### config.mk
export PLATFORM = sky130hd
export DESIGN_NAME = rxq_fifo
export DESIGN_NICKNAME = d
export VERILOG_FILES = /design/src/rtl/rxq_pkg.sv /design/src/rtl/rxq_store.sv /design/src/rtl/rxq_level.sv /design/src/rtl/rxq_errtrack.sv /design/src/rtl/rxq_fifo.sv
export SDC_FILE = /design/constraint.sdc
export NUM_CORES = 1
export LEC_CHECK = 0
export BUFFER_PORTS_ARGS = -buffer_cell sky130_fd_sc_hd__buf_4
export CAP_MARGIN = 20
export CORE_MARGIN = 2
export CORE_UTILIZATION = 60
export DETAILED_ROUTE_END_ITERATION = 12
export PLACE_DENSITY = 0.85
export SLEW_MARGIN = 20
export SYNTH_ARGS = -nofsm -noshare
export SYNTH_HDL_FRONTEND = slang
export SYNTH_SLANG_ARGS = --single-unit
### constraint.sdc
create_clock -name clk -period 4.4 [get_ports clk]
set_input_delay 0.66 -clock clk [delete_from_list [all_inputs] [get_ports clk]]
set_output_delay 0.66 -clock clk [all_outputs]
set_load 0.02 [all_outputs]
### src/rtl/rxq_pkg.sv
package rxq_pkg;

  localparam int FLAG_W = 3;

  typedef struct packed {
    logic brk;
    logic ferr;
    logic perr;
  } rxq_flags_t;

  // threshold in entries for a two-bit select, scaled to the queue depth
  function automatic int unsigned trig_level(input logic [1:0] sel, input int unsigned depth);
    case (sel)
      2'd0:    return 1;
      2'd1:    return depth / 4;
      2'd2:    return depth / 2;
      default: return depth - 2;
    endcase
  endfunction

  function automatic logic any_flag(input rxq_flags_t f);
    return f.brk | f.ferr | f.perr;
  endfunction

endpackage

### src/rtl/rxq_store.sv
module rxq_store #(
  parameter int DEPTH   = 16,
  parameter int ENTRY_W = 11
) (
  input  logic               clk,
  input  logic               rst_n,
  input  logic               flush,
  input  logic               push,
  input  logic               pop,
  input  logic [ENTRY_W-1:0] wr_entry,
  output logic [ENTRY_W-1:0] head_entry
);
  localparam int PTR_W = $clog2(DEPTH);

  logic [ENTRY_W-1:0] mem [DEPTH];
  logic [PTR_W-1:0]   wp_q, rp_q;

  always_ff @(posedge clk or negedge rst_n) begin
    if (!rst_n) begin
      wp_q <= '0;
      rp_q <= '0;
    end else if (flush) begin
      wp_q <= '0;
      rp_q <= '0;
    end else begin
      if (push) wp_q <= wp_q + PTR_W'(1);
      if (pop)  rp_q <= rp_q + PTR_W'(1);
    end
  end

  always_ff @(posedge clk) begin
    if (push) mem[wp_q] <= wr_entry;
  end

  assign head_entry = mem[rp_q];
endmodule

### src/rtl/rxq_level.sv
module rxq_level #(
  parameter int DEPTH = 16,
  parameter int CNT_W = 5
) (
  input  logic             clk,
  input  logic             rst_n,
  input  logic             flush,
  input  logic             push,
  input  logic             pop,
  input  logic [1:0]       trig_sel,
  output logic [CNT_W-1:0] count,
  output logic             full,
  output logic             empty,
  output logic             data_avail,
  output logic             rx_ready
);
  logic [CNT_W-1:0] cnt_q, cnt_next, lvl;
  logic             rdy_q, rdy_next;

  assign lvl      = CNT_W'(rxq_pkg::trig_level(trig_sel, DEPTH));
  assign cnt_next = flush ? '0 : cnt_q + CNT_W'(push) - CNT_W'(pop);

  always_comb begin
    if (flush || cnt_next == '0) rdy_next = 1'b0;
    else if (cnt_next >= lvl)    rdy_next = 1'b1;
    else                         rdy_next = rdy_q;
  end

  always_ff @(posedge clk or negedge rst_n) begin
    if (!rst_n) begin
      cnt_q <= '0;
      rdy_q <= 1'b0;
    end else begin
      cnt_q <= cnt_next;
      rdy_q <= rdy_next;
    end
  end

  assign count      = cnt_q;
  assign full       = (cnt_q == CNT_W'(DEPTH));
  assign empty      = (cnt_q == '0);
  assign data_avail = (cnt_q >= lvl);
  assign rx_ready   = rdy_q;
endmodule

### src/rtl/rxq_errtrack.sv
module rxq_errtrack #(
  parameter int CNT_W = 5
) (
  input  logic clk,
  input  logic rst_n,
  input  logic flush,
  input  logic push_flagged,
  input  logic pop_flagged,
  output logic err_any
);
  logic [CNT_W-1:0] ecnt_q;

  always_ff @(posedge clk or negedge rst_n) begin
    if (!rst_n)     ecnt_q <= '0;
    else if (flush) ecnt_q <= '0;
    else            ecnt_q <= ecnt_q + CNT_W'(push_flagged) - CNT_W'(pop_flagged);
  end

  assign err_any = (ecnt_q != '0);
endmodule

### src/rtl/rxq_fifo.sv
module rxq_fifo #(
  parameter int DEPTH  = 16,
  parameter int DATA_W = 8
) (
  input  logic                          clk,
  input  logic                          rst_n,
  input  logic                          flush,
  input  logic [1:0]                    trig_sel,
  input  logic                          wr_en,
  input  logic [DATA_W-1:0]             wr_data,
  input  logic                          wr_perr,
  input  logic                          wr_ferr,
  input  logic                          wr_brk,
  input  logic                          rd_en,
  output logic [DATA_W-1:0]             rd_data,
  output logic                          rd_perr,
  output logic                          rd_ferr,
  output logic                          rd_brk,
  output logic [$clog2(DEPTH+1)-1:0]    count,
  output logic                          empty,
  output logic                          full,
  output logic                          wr_drop,
  output logic                          data_avail,
  output logic                          rx_ready,
  output logic                          err_any
);
  localparam int CNT_W   = $clog2(DEPTH + 1);
  localparam int ENTRY_W = DATA_W + rxq_pkg::FLAG_W;

  rxq_pkg::rxq_flags_t wr_flags, head_flags;
  logic [ENTRY_W-1:0]  wr_entry, head_entry;
  logic                push, pop;

  assign wr_flags = '{brk: wr_brk, ferr: wr_ferr, perr: wr_perr};
  assign wr_entry = {wr_flags, wr_data};

  // a full queue still takes a write when a read frees a slot in the same cycle
  assign push    = wr_en && !flush && (!full || rd_en);
  assign pop     = rd_en && !flush && !empty;
  assign wr_drop = wr_en && !flush && full && !rd_en;

  rxq_store #(.DEPTH(DEPTH), .ENTRY_W(ENTRY_W)) u_store (
    .clk(clk), .rst_n(rst_n), .flush(flush), .push(push), .pop(pop),
    .wr_entry(wr_entry), .head_entry(head_entry)
  );

  rxq_level #(.DEPTH(DEPTH), .CNT_W(CNT_W)) u_level (
    .clk(clk), .rst_n(rst_n), .flush(flush), .push(push), .pop(pop),
    .trig_sel(trig_sel), .count(count), .full(full), .empty(empty),
    .data_avail(data_avail), .rx_ready(rx_ready)
  );

  rxq_errtrack #(.CNT_W(CNT_W)) u_err (
    .clk(clk), .rst_n(rst_n), .flush(flush),
    .push_flagged(push && rxq_pkg::any_flag(wr_flags)),
    .pop_flagged(pop && rxq_pkg::any_flag(head_flags)),
    .err_any(err_any)
  );

  assign head_flags = head_entry[ENTRY_W-1:DATA_W];
  assign rd_data    = head_entry[DATA_W-1:0];
  assign rd_perr    = head_flags.perr;
  assign rd_ferr    = head_flags.ferr;
  assign rd_brk     = head_flags.brk;
endmodule

# After elaboration in Yosys (flattened, before gate mapping)
# Memory sizes are Yosys's and may differ from the RTL's.
# Index checks and enable logic that the tools add are counted.
# Widths: inputs -> output; s select.
dict set report word_totals {
  output_inout_bits 22
  mem_count 1
  mem_bits_rw 176
  regBits 19
  inputBits 18
  elab_cells 53
}
dict set report classes {
  n_bitwise 4
  order_cmp 2
  n_eq_ne 3
  add_sub_neg 6
  muxes 11
  reduce_logical 21
}
# memory words word_bits read_ports rd_clocked_by_memory_dff wr line_no
set memory_table {}
lappend memory_table {u_store.mem 16 11 1 0 1 rxq_store.sv:15} ;# logic [ENTRY_W-1:0] mem [DEPTH];
# operator n
set ops {}
lappend ops {{$mux 4} 4}
lappend ops {{$pmux 4 s3} 1}
lappend ops {{$add 5x1->5} 2}
lappend ops {{$ge 5x4->1} 2}
lappend ops {{$logic_not 5->1} 2}
lappend ops {{$mux 5} 2}
lappend ops {{$sub 5x1->5} 2}
lappend ops {{$add 4x1->4 const B} 2}
lappend ops {{$logic_and 1x1->1} 8}
lappend ops {{$reduce_bool 2->1} 3}
lappend ops {{$eq 5x5->1 const B} 1}
lappend ops {{$reduce_bool 5->1} 1}
lappend ops {{$logic_not 1->1} 4}
lappend ops {{$mux 1} 4}
lappend ops {{$or 1x1->1} 4}
lappend ops {{$eq 2x1->1 const B} 1}
lappend ops {{$eq 2x2->1 const B} 1}
lappend ops {{$logic_not 2->1} 1}
lappend ops {{$logic_or 1x1->1} 2}

# Logic depth before layout (Yosys ltp)
# Gate-level depths: netlist of run 1.
dict set report depth {
  depth_word 10
  ltp_mapped 16
}

# By module
# Synthesis of run 1 repeated with hierarchy kept, for this count alone.
dict set report unflattened {
  hier_cells 446
  hier_area_um2 8229.1
}
# module cells_per_inst area_per_inst_um2 n_inst
set by_module_without_submodules {}
lappend by_module_without_submodules {rxq_store 330 7178.1 1}
lappend by_module_without_submodules {rxq_level 69 621.8 1}
lappend by_module_without_submodules {rxq_errtrack 39 367.9 1}
lappend by_module_without_submodules {rxq_fifo 8 61.3 1}

# Least setup slack after synthesis of run 1
# No wires, ideal clock.
dict set report synth_timing {
  kind {register -> register}
  start {reg u_level.cnt_q[3] (netlist: u_level.count[3])}
  end {reg u_level.rdy_q (netlist: u_level.rx_ready)}
  path_stages_with_launch 17
  path_buffers 0
  period_less_slack_ps 4259
  arrival_time_ps 4139
  setup_ps 120
  path_slack_ps 141
  cell_sequence {dfrtp_1 -> inv_1 -> ha_1 -> nor4b_1 -> nor2b_1 -> and2_1 -> ha_1 -> inv_1 -> ha_1 -> inv_1 -> fa_1 -> nor2b_1 -> nor3_1 -> ha_1 -> a21o_1 -> a211o_1 -> a31o_2}
}
dict set report synth_between {
  elab_cells_between_ends 15
  cone_classes {2 x add/sub; 1 x order compare; 1 x eq/ne; 2 x mux; 9 x reduce/logical}
}
# item line_no
set synth_lines {}
lappend synth_lines {{start: declaration} rxq_level.sv:17} ;# logic [CNT_W-1:0] cnt_q, cnt_next, lvl;
lappend synth_lines {{start signal: assignment} rxq_level.sv:34} ;# cnt_q <= cnt_next;
lappend synth_lines {{$logic_not 5->1 *} rxq_level.sv:41} ;# assign empty = (cnt_q == '0);
lappend synth_lines {{named net empty} rxq_fifo.sv:20} ;# output logic empty,
lappend synth_lines {{$logic_not 1->1 *} rxq_fifo.sv:39} ;# assign pop = rd_en && !flush && !empty;
lappend synth_lines {{$logic_and 1x1->1 *} rxq_fifo.sv:39}
lappend synth_lines {{$sub 5x1->5 *} rxq_level.sv:21} ;# assign cnt_next = flush ? '0 : cnt_q + CNT_W'(push) - CNT_W'(pop);
lappend synth_lines {{$mux 5 *} rxq_level.sv:21}
lappend synth_lines {{named net u_level.cnt_next[2]} rxq_level.sv:17}
lappend synth_lines {{parallel branches: the longest is 3 deep, another holds $ge 5x4->1} n/a}
lappend synth_lines {{end signal: assignment} rxq_level.sv:35} ;# rdy_q <= rdy_next;
lappend synth_lines {{end: declaration} rxq_level.sv:18} ;# logic rdy_q, rdy_next;
# Mark *: on every way through the listed nets, which the timed path passes.
# A chain may end at the register's enable or synchronous reset.

# Worst setup path after layout of run 1
dict set report layout_timing {
  start {reg u_level.cnt_q[2] (netlist: u_level.count[2])}
  end {reg u_level.rdy_q (netlist: u_level.rx_ready)}
}
dict set report layout_between {
  elab_chain_len 10
  elab_cells_between_ends 15
  cone_classes {2 x add/sub; 1 x order compare; 1 x eq/ne; 2 x mux; 9 x reduce/logical}
}
# item line_no
set layout_rtl {}
lappend layout_rtl {{$eq 5x5->1} rxq_level.sv:40} ;# assign full = (cnt_q == CNT_W'(DEPTH));
lappend layout_rtl {{$logic_not 1->1} rxq_fifo.sv:38} ;# assign push = wr_en && !flush && (!full || rd_en);
lappend layout_rtl {{$logic_or 1x1->1} rxq_fifo.sv:38}
lappend layout_rtl {{$logic_and 1x1->1} rxq_fifo.sv:38}
lappend layout_rtl {{$add 5x1->5} rxq_level.sv:21}
lappend layout_rtl {{$sub 5x1->5 *} rxq_level.sv:21}
lappend layout_rtl {{$mux 5 *} rxq_level.sv:21}
lappend layout_rtl {{named net u_level.cnt_next[2]} rxq_level.sv:17}
lappend layout_rtl {{parallel branches: the longest is 3 deep, another holds $ge 5x4->1} n/a}
# Marked as above.

==> flow_summary.ini, run 1 <==
[floorplan]
fp.dieH_um = 121
fp.dieArea_mm2 = 0.0147
initial_core_util_pct = 61.8
core_area_mm2 = 0.0133
io_pins = 40
die_w_um = 121
rows = 42

[power_and_ir_drop]
clockPowerShare_pct = 29.3
p_int_mw = 3.51
p_comb_share_pct = 26.3
power.net_switching_mw = 1.49
p_seq_share_pct = 44.3
finalPower_mw = 5.00
power.density_mw_per_mm2 = 537
peakVddDrop_mv = 0.516
leakagePower_nw = 3.27
swShare_pct = 29.8

[global_routing]
grt_util_all_layers_pct = 24.0
grt_pass1_wl_um = 25400
grt_max_degree = 33
gr-total-overflow = 0
first_global_vias = 4489
antenna_found_initial = 0

[worst_setup_path]
critical_path_class = flip-flop to flip-flop
max_stage_delay_ps = 410
crit_fanout = 5
cp_common_cell = ha_1
cp.required_ps = 4730
critPathLaunchType = flip-flop
crit_arrival_ps = 4350
crit_path_end_kind = flip-flop
crit_slowest_cell = dfrtp_1
r2r_cells = 16
crit_chain = inv_1 -> ha_1 -> nor4b_1 -> nor2b_1 -> and2_1 -> ha_1 -> inv_1 -> ha_1 -> inv_1 -> fa_1 -> nor2b_1 -> nor3_1 -> ha_1 -> a21o_1 -> a211o_1 -> a31o_2

[sta]
relSlewSlack_pct = 23.2
period_share_pct = 91.3
worstMarginPinSlew_ps = 1150
fmax_ghz = 0.249
period_needed_ps = 4020
slew_viol_final = 0
grt_setup_unrepaired = false
finalSetupViolCount = 0
fin_tns_setup_ps = 0
finClkSkew_ps = 11.1
finalHoldViolations = 0

[clock_tree]
cts-root-buf = clkbuf_16
cts_resized = 0
cts_tree = built
cts_max_level = 4
cts_inserted_buffers = 17
cts.sinks = 195
clockBufferDepth = 2
clk_pin_slew_ps = 70
post-cts-setup-buffers = 0
holdBufCountCts = 0
clk_latency_ps = 440

[final_layout]
syn2layout_area_growth_pct = 13.1
layout.nets = 580
nFillCells = 802
final_util_pct = 69.9
multi_input_comb_area_mm2 = 0.00228
layout-drive-gt1-share_pct = 21.0
instances_no_fill = 723
seq_area_mm2 = 0.00576
n_antenna_cell = 0

[detailed_routing]
met3WireLength_um = 1450
top_layer = met4
firstDrtPassIters = 5
drtAntennaViolNets = 0
drc = 0
wl_met1_um = 6730
wl_met2_um = 7840
vias = 4510
wl_per_cell_um = 22.8
drtIter0Drc = 351
drt-vias-per-instance = 6.24
routed_wl_um = 16500

[placement]
place_inst = 692
io_buffers = 39
dp_hpwl_um = 10600
finalWeightedCongestion = 0.850

[outcome]
status = finished, final reports clean

[logic_synthesis]
synthFlopType = edfxtp_1
synthTopCellsByArea = edfxtp_1, dfrtp_1, mux4_2
ys_seq_elements = 195
yosysWarningCount = 0
synth_most_common_cell = edfxtp_1
yosysSeqAreaShare_pct = 70.1
syn_area_mm2 = 0.00822
yosys-top-cells-count = edfxtp_1, mux2i_1, ha_1
netlist.area_leader.share_pct = 64.3
synth_cells = 486
synth_cell_type_count = 42
synth_edf_count = 176
postSynth.asyncResetShare_pct = 9.74
syn-num-nets = 531
syn-mean-instance-area_um2 = 16.9
yosys.area.top_type = edfxtp_1

[flow_run]
cap_viol_max_count = 0

[min_path]
hold_class = input port to async pin
placed cells by master (no fill, tap or decap), types with 10 or more instances in the layout:
cell	count
mux4_2	21
dfrtp_1	18
edfxtp_1	176
inv_1	21
a221oi_1	22
buf_4	53
clkbuf_16	17
nand2_1	23
mux2i_1	47
nor2_1	22
o21ai_0	14
ha_1	25
a22oi_1	10
kinds of logic (layout without fill, tap and decap cells):
family | Yosys count | count (layout) | synth area share (%)
compound gates | 63 | 63 | 5.59
xor+xnor | 9 | 9 | 0.959
fa+ha+maj | 27 | 27 | 4.29
buf+inv | 44 | 105 | 2.66
flops | 195 | 195 | 70.1
mux | 69 | 69 | 11.8
simple gates | 79 | 79 | 4.63
power groups by stage:
stage                     sequential, mW  clock [mW]  combinational [mW]
after floorplan                     2.20           0               0.979
after global placement              2.25           0                1.26
after detailed placement            2.26           0                1.30
after CTS                           2.22        1.47                1.32
after global routing                2.23        1.54                1.43
final                               2.22        1.46                1.32
flip-flops by register name, indices dropped and copies added, names as in the netlist:
signal	flops
u_err.ecnt_q	5
u_level.rx_ready	1
u_store.mem	176
u_store.wp_q	4
u_level.count	5
u_store.rp_q	4
stage by stage:
stage | hold WS [ps] | instance area, um^2 | worst slack (ps)
final | 89.2 | 9300 | 382
after global routing | 103 | 9300 | 97.4
after CTS | 82.0 | 9280 | 382
after detailed placement | 549 | 8730 | 511
after global placement | 553 | 8730 | 688
after floorplan | 364 | 8220 | 141
path summary, 6_finish.rpt:
kind | from | slack (ps) | end
worst min-delay path | rst_n | 90 | u_level.rx_ready
worst max-delay path | u_level.count[2] | 380 | u_level.rx_ready
worst max register to register | u_level.count[2] | 380 | u_level.rx_ready
min in group clk | wr_data[3] | 530 | u_store.mem[4][3]
max in group asynchronous | rst_n | 4070 | u_store.rp_q[0]
worst min register to register | u_err.ecnt_q[4] | 630 | u_err.ecnt_q[4]
routing by layer:
layer  global-route usage (%)  vias to the layer above
li1                         -                     1997
met1                     33.4                     2234
met2                     36.8                      248
met3                     5.03                       31
met4                     11.5                        0
met5                        0                        -
area by class of cell:
type / instances / share of cell area (%)
repair buffers: 53 / 4.28
clock buffers: 18 / 4.62
flip-flops and latches: 195 / 62.0
multi-input cells: 247 / 24.5
inverters: 21 / 0.848
clock inverters: 13 / 1.37
well taps: 176 / 2.37
worst max-delay path, delay by kind of cell, from the launching register on:
family / cells / cell delay (ps)
and+or+nand+nor: 5 / 1280
AOI/OAI and AO/OA: 3 / 680
DFF: 1 / 410
adders and majority gates: 5 / 1320
buffers and inverters: 3 / 220
Power figures use the tool's default switching activity.
==> run 2: changes to the inputs <==
--- a/config.mk
+++ b/config.mk
@@ -7,6 +7,7 @@
 export LEC_CHECK = 0
 export BUFFER_PORTS_ARGS = -buffer_cell sky130_fd_sc_hd__buf_4
 export CAP_MARGIN = 20
+export CORE_ASPECT_RATIO = 1.2
 export CORE_MARGIN = 2
 export CORE_UTILIZATION = 60
 export DETAILED_ROUTE_END_ITERATION = 12
==> constraint.sdc (replaced) <==
create_clock -name clk -period 4.1 [get_ports clk]
set_input_delay 0.615 -clock clk [delete_from_list [all_inputs] [get_ports clk]]
set_output_delay 0.615 -clock clk [all_outputs]
set_load 0.02 [all_outputs]
==> run 2 against run 1 <==
  * Clock-buffer cell count did not move
  * Sequential share of layout area fell by 0.75 points
  * Worst setup slack got worse by 27 ps
  * Cell area rose by 1.2%
  * Sequential cell count did not move
==> flow_summary.ini, run 2 (synthesis results as in run 1) <==
[outcome]
status = finished, final reports clean

[power_and_ir_drop]
peakVddDrop_mv = 0.366
p_comb_share_pct = 25.8
p_seq_share_pct = 43.1
swShare_pct = 29.5
leakagePower_nw = 3.36
clockPowerShare_pct = 31.1
finalPower_mw = 5.47
power.net_switching_mw = 1.61
p_int_mw = 3.86
power.density_mw_per_mm2 = 582

[detailed_routing]
drtIter0Drc = 409
wl_per_cell_um = 23.4
drtAntennaViolNets = 0
drt-vias-per-instance = 6.44
firstDrtPassIters = 5
routed_wl_um = 17000
vias = 4679
drc = 0

[floorplan]
core_area_mm2 = 0.0133
rows = 46
io_pins = 40
initial_core_util_pct = 61.8
fp.dieArea_mm2 = 0.0147
die_w_um = 111
fp.dieH_um = 132

[sta]
period_share_pct = 91.4
finalHoldViolations = 0
slew_viol_final = 0
finClkSkew_ps = 8.84
grt_setup_unrepaired = false
fmax_ghz = 0.267
relSlewSlack_pct = 52.3
finalSetupViolCount = 0
worstMarginPinSlew_ps = 715
period_needed_ps = 3750
fin_tns_setup_ps = 0

[global_routing]
grt_util_all_layers_pct = 24.7
antenna_found_initial = 0
use_met1_pct = 32.3
gr-total-overflow = 0
grt_max_degree = 25
met2_usage_pct = 41.0
globalRouteMet3Util_pct = 6.02
grt_pass1_wl_um = 27100
first_global_vias = 4759
top_usage_layer = met2

[clock_tree]
cts_inserted_buffers = 17
cts.sinks = 195
clk_latency_ps = 430
cts_resized = 0
holdBufCountCts = 0
clockBufferDepth = 2
cts_max_level = 4
cts-root-buf = clkbuf_16
cts_tree = built
clk_pin_slew_ps = 70
post-cts-setup-buffers = 0

[worst_setup_path]
r2r_cells = 14
cp.required_ps = 4450
critPathLaunchType = flip-flop
r2r_start = u_store.rp_q[2]
crit_arrival_ps = 4100
ff2ff_setup_slack_ps = 350
crit_path_end_kind = flip-flop
rr_endpoint = u_err.ecnt_q[4]
crit_fanout = 10
critical_path_class = flip-flop to flip-flop

[final_layout]
top_register = u_store.mem
instances_no_fill = 727
final_area_mm2 = 0.00941
final_common_cell = edfxtp_1
final_util_pct = 70.8
syn2layout_area_growth_pct = 14.5
final_cell_mix = edfxtp_1, buf_4, mux2i_1
largest_register_ffs = 176
layout.nets = 591
n_antenna_cell = 0
layout-drive-gt1-share_pct = 22.0

[placement]
dpl_cell_area_mm2 = 0.00879
io_buffers = 39
dp_hpwl_um = 10700
place_inst = 695
finalWeightedCongestion = 0.829

[flow_run]
cap_viol_max_count = 0

[min_path]
hold_class = input port to async pin
## run 2: cell types whose count changed in the layout (fill, tap and decap cells not counted), sizes merged
cell and delta:
inv +1, bufinv +1, clkinvlp -3, clkinv +2, buf +11
## run 2: layer usage
layer / vias up / share of wire, %
li1: 2017 / -
met1: 2353 / 38
met2: 268 / 52
met3: 41 / 8.2
met4: 0 / 2.2
met5: - / 0
## run 2: power groups by stage
stage | Combinational, mW | Sequential [mW] | Clock [mW]
5_1_grt | 1.54 | 2.37 | 1.81
6_report | 1.41 | 2.36 | 1.70
4_1_cts | 1.42 | 2.36 | 1.72
3_5_place_dp | 1.40 | 2.40 | 0
2_1_floorplan | 1.05 | 2.36 | 0
3_3_place_gp | 1.36 | 2.39 | 0
## run 2: worst max-delay path by stage
stage	start	endpoint	slack, ps	depth (start not counted)
3_5_place_dp	u_level.count[3]	u_level.rx_ready	430	16
6_report	u_store.rp_q[2]	u_err.ecnt_q[4]	350	14
3_3_place_gp	u_store.rp_q[0]	u_err.ecnt_q[4]	550	12
2_1_floorplan	u_level.count[3]	u_level.rx_ready	230	16
4_1_cts	u_level.count[3]	u_level.rx_ready	400	16
5_1_grt	u_level.count[3]	u_level.rx_ready	140	16
## run 2: final cells by class
class / count / area, um^2
Timing Repair Buffer: 64 / 480
Multi-Input combinational cell: 247 / 2250
Clock buffer: 18 / 429
Tap cell: 168 / 210
Inverter: 21 / 78.8
Sequential cell: 195 / 5760
Clock inverter: 14 / 194
Fill cell: 785 / 3890
## run 2: through the flow
stage | hold WS, ps | worst slack [ps]
2_1_floorplan | 319 | 228
3_3_place_gp | 505 | 555
3_5_place_dp | 513 | 426
4_1_cts | 49.0 | 396
5_1_grt | 60.4 | 142
6_report | 55.4 | 355
## run 2: worst max-delay path: stages, from the launching register on
cell	delay [ps]
dfrtp_1	440
buf_4	210
nor2b_1	450
a221oi_1	230
a22oi_1	260
nand2_1	100
o31a_1	300
ha_1	280
inv_1	40
ha_1	200
fa_1	420
a21oi_1	170
nor2_1	70
or3_1	340
a21oi_1	150
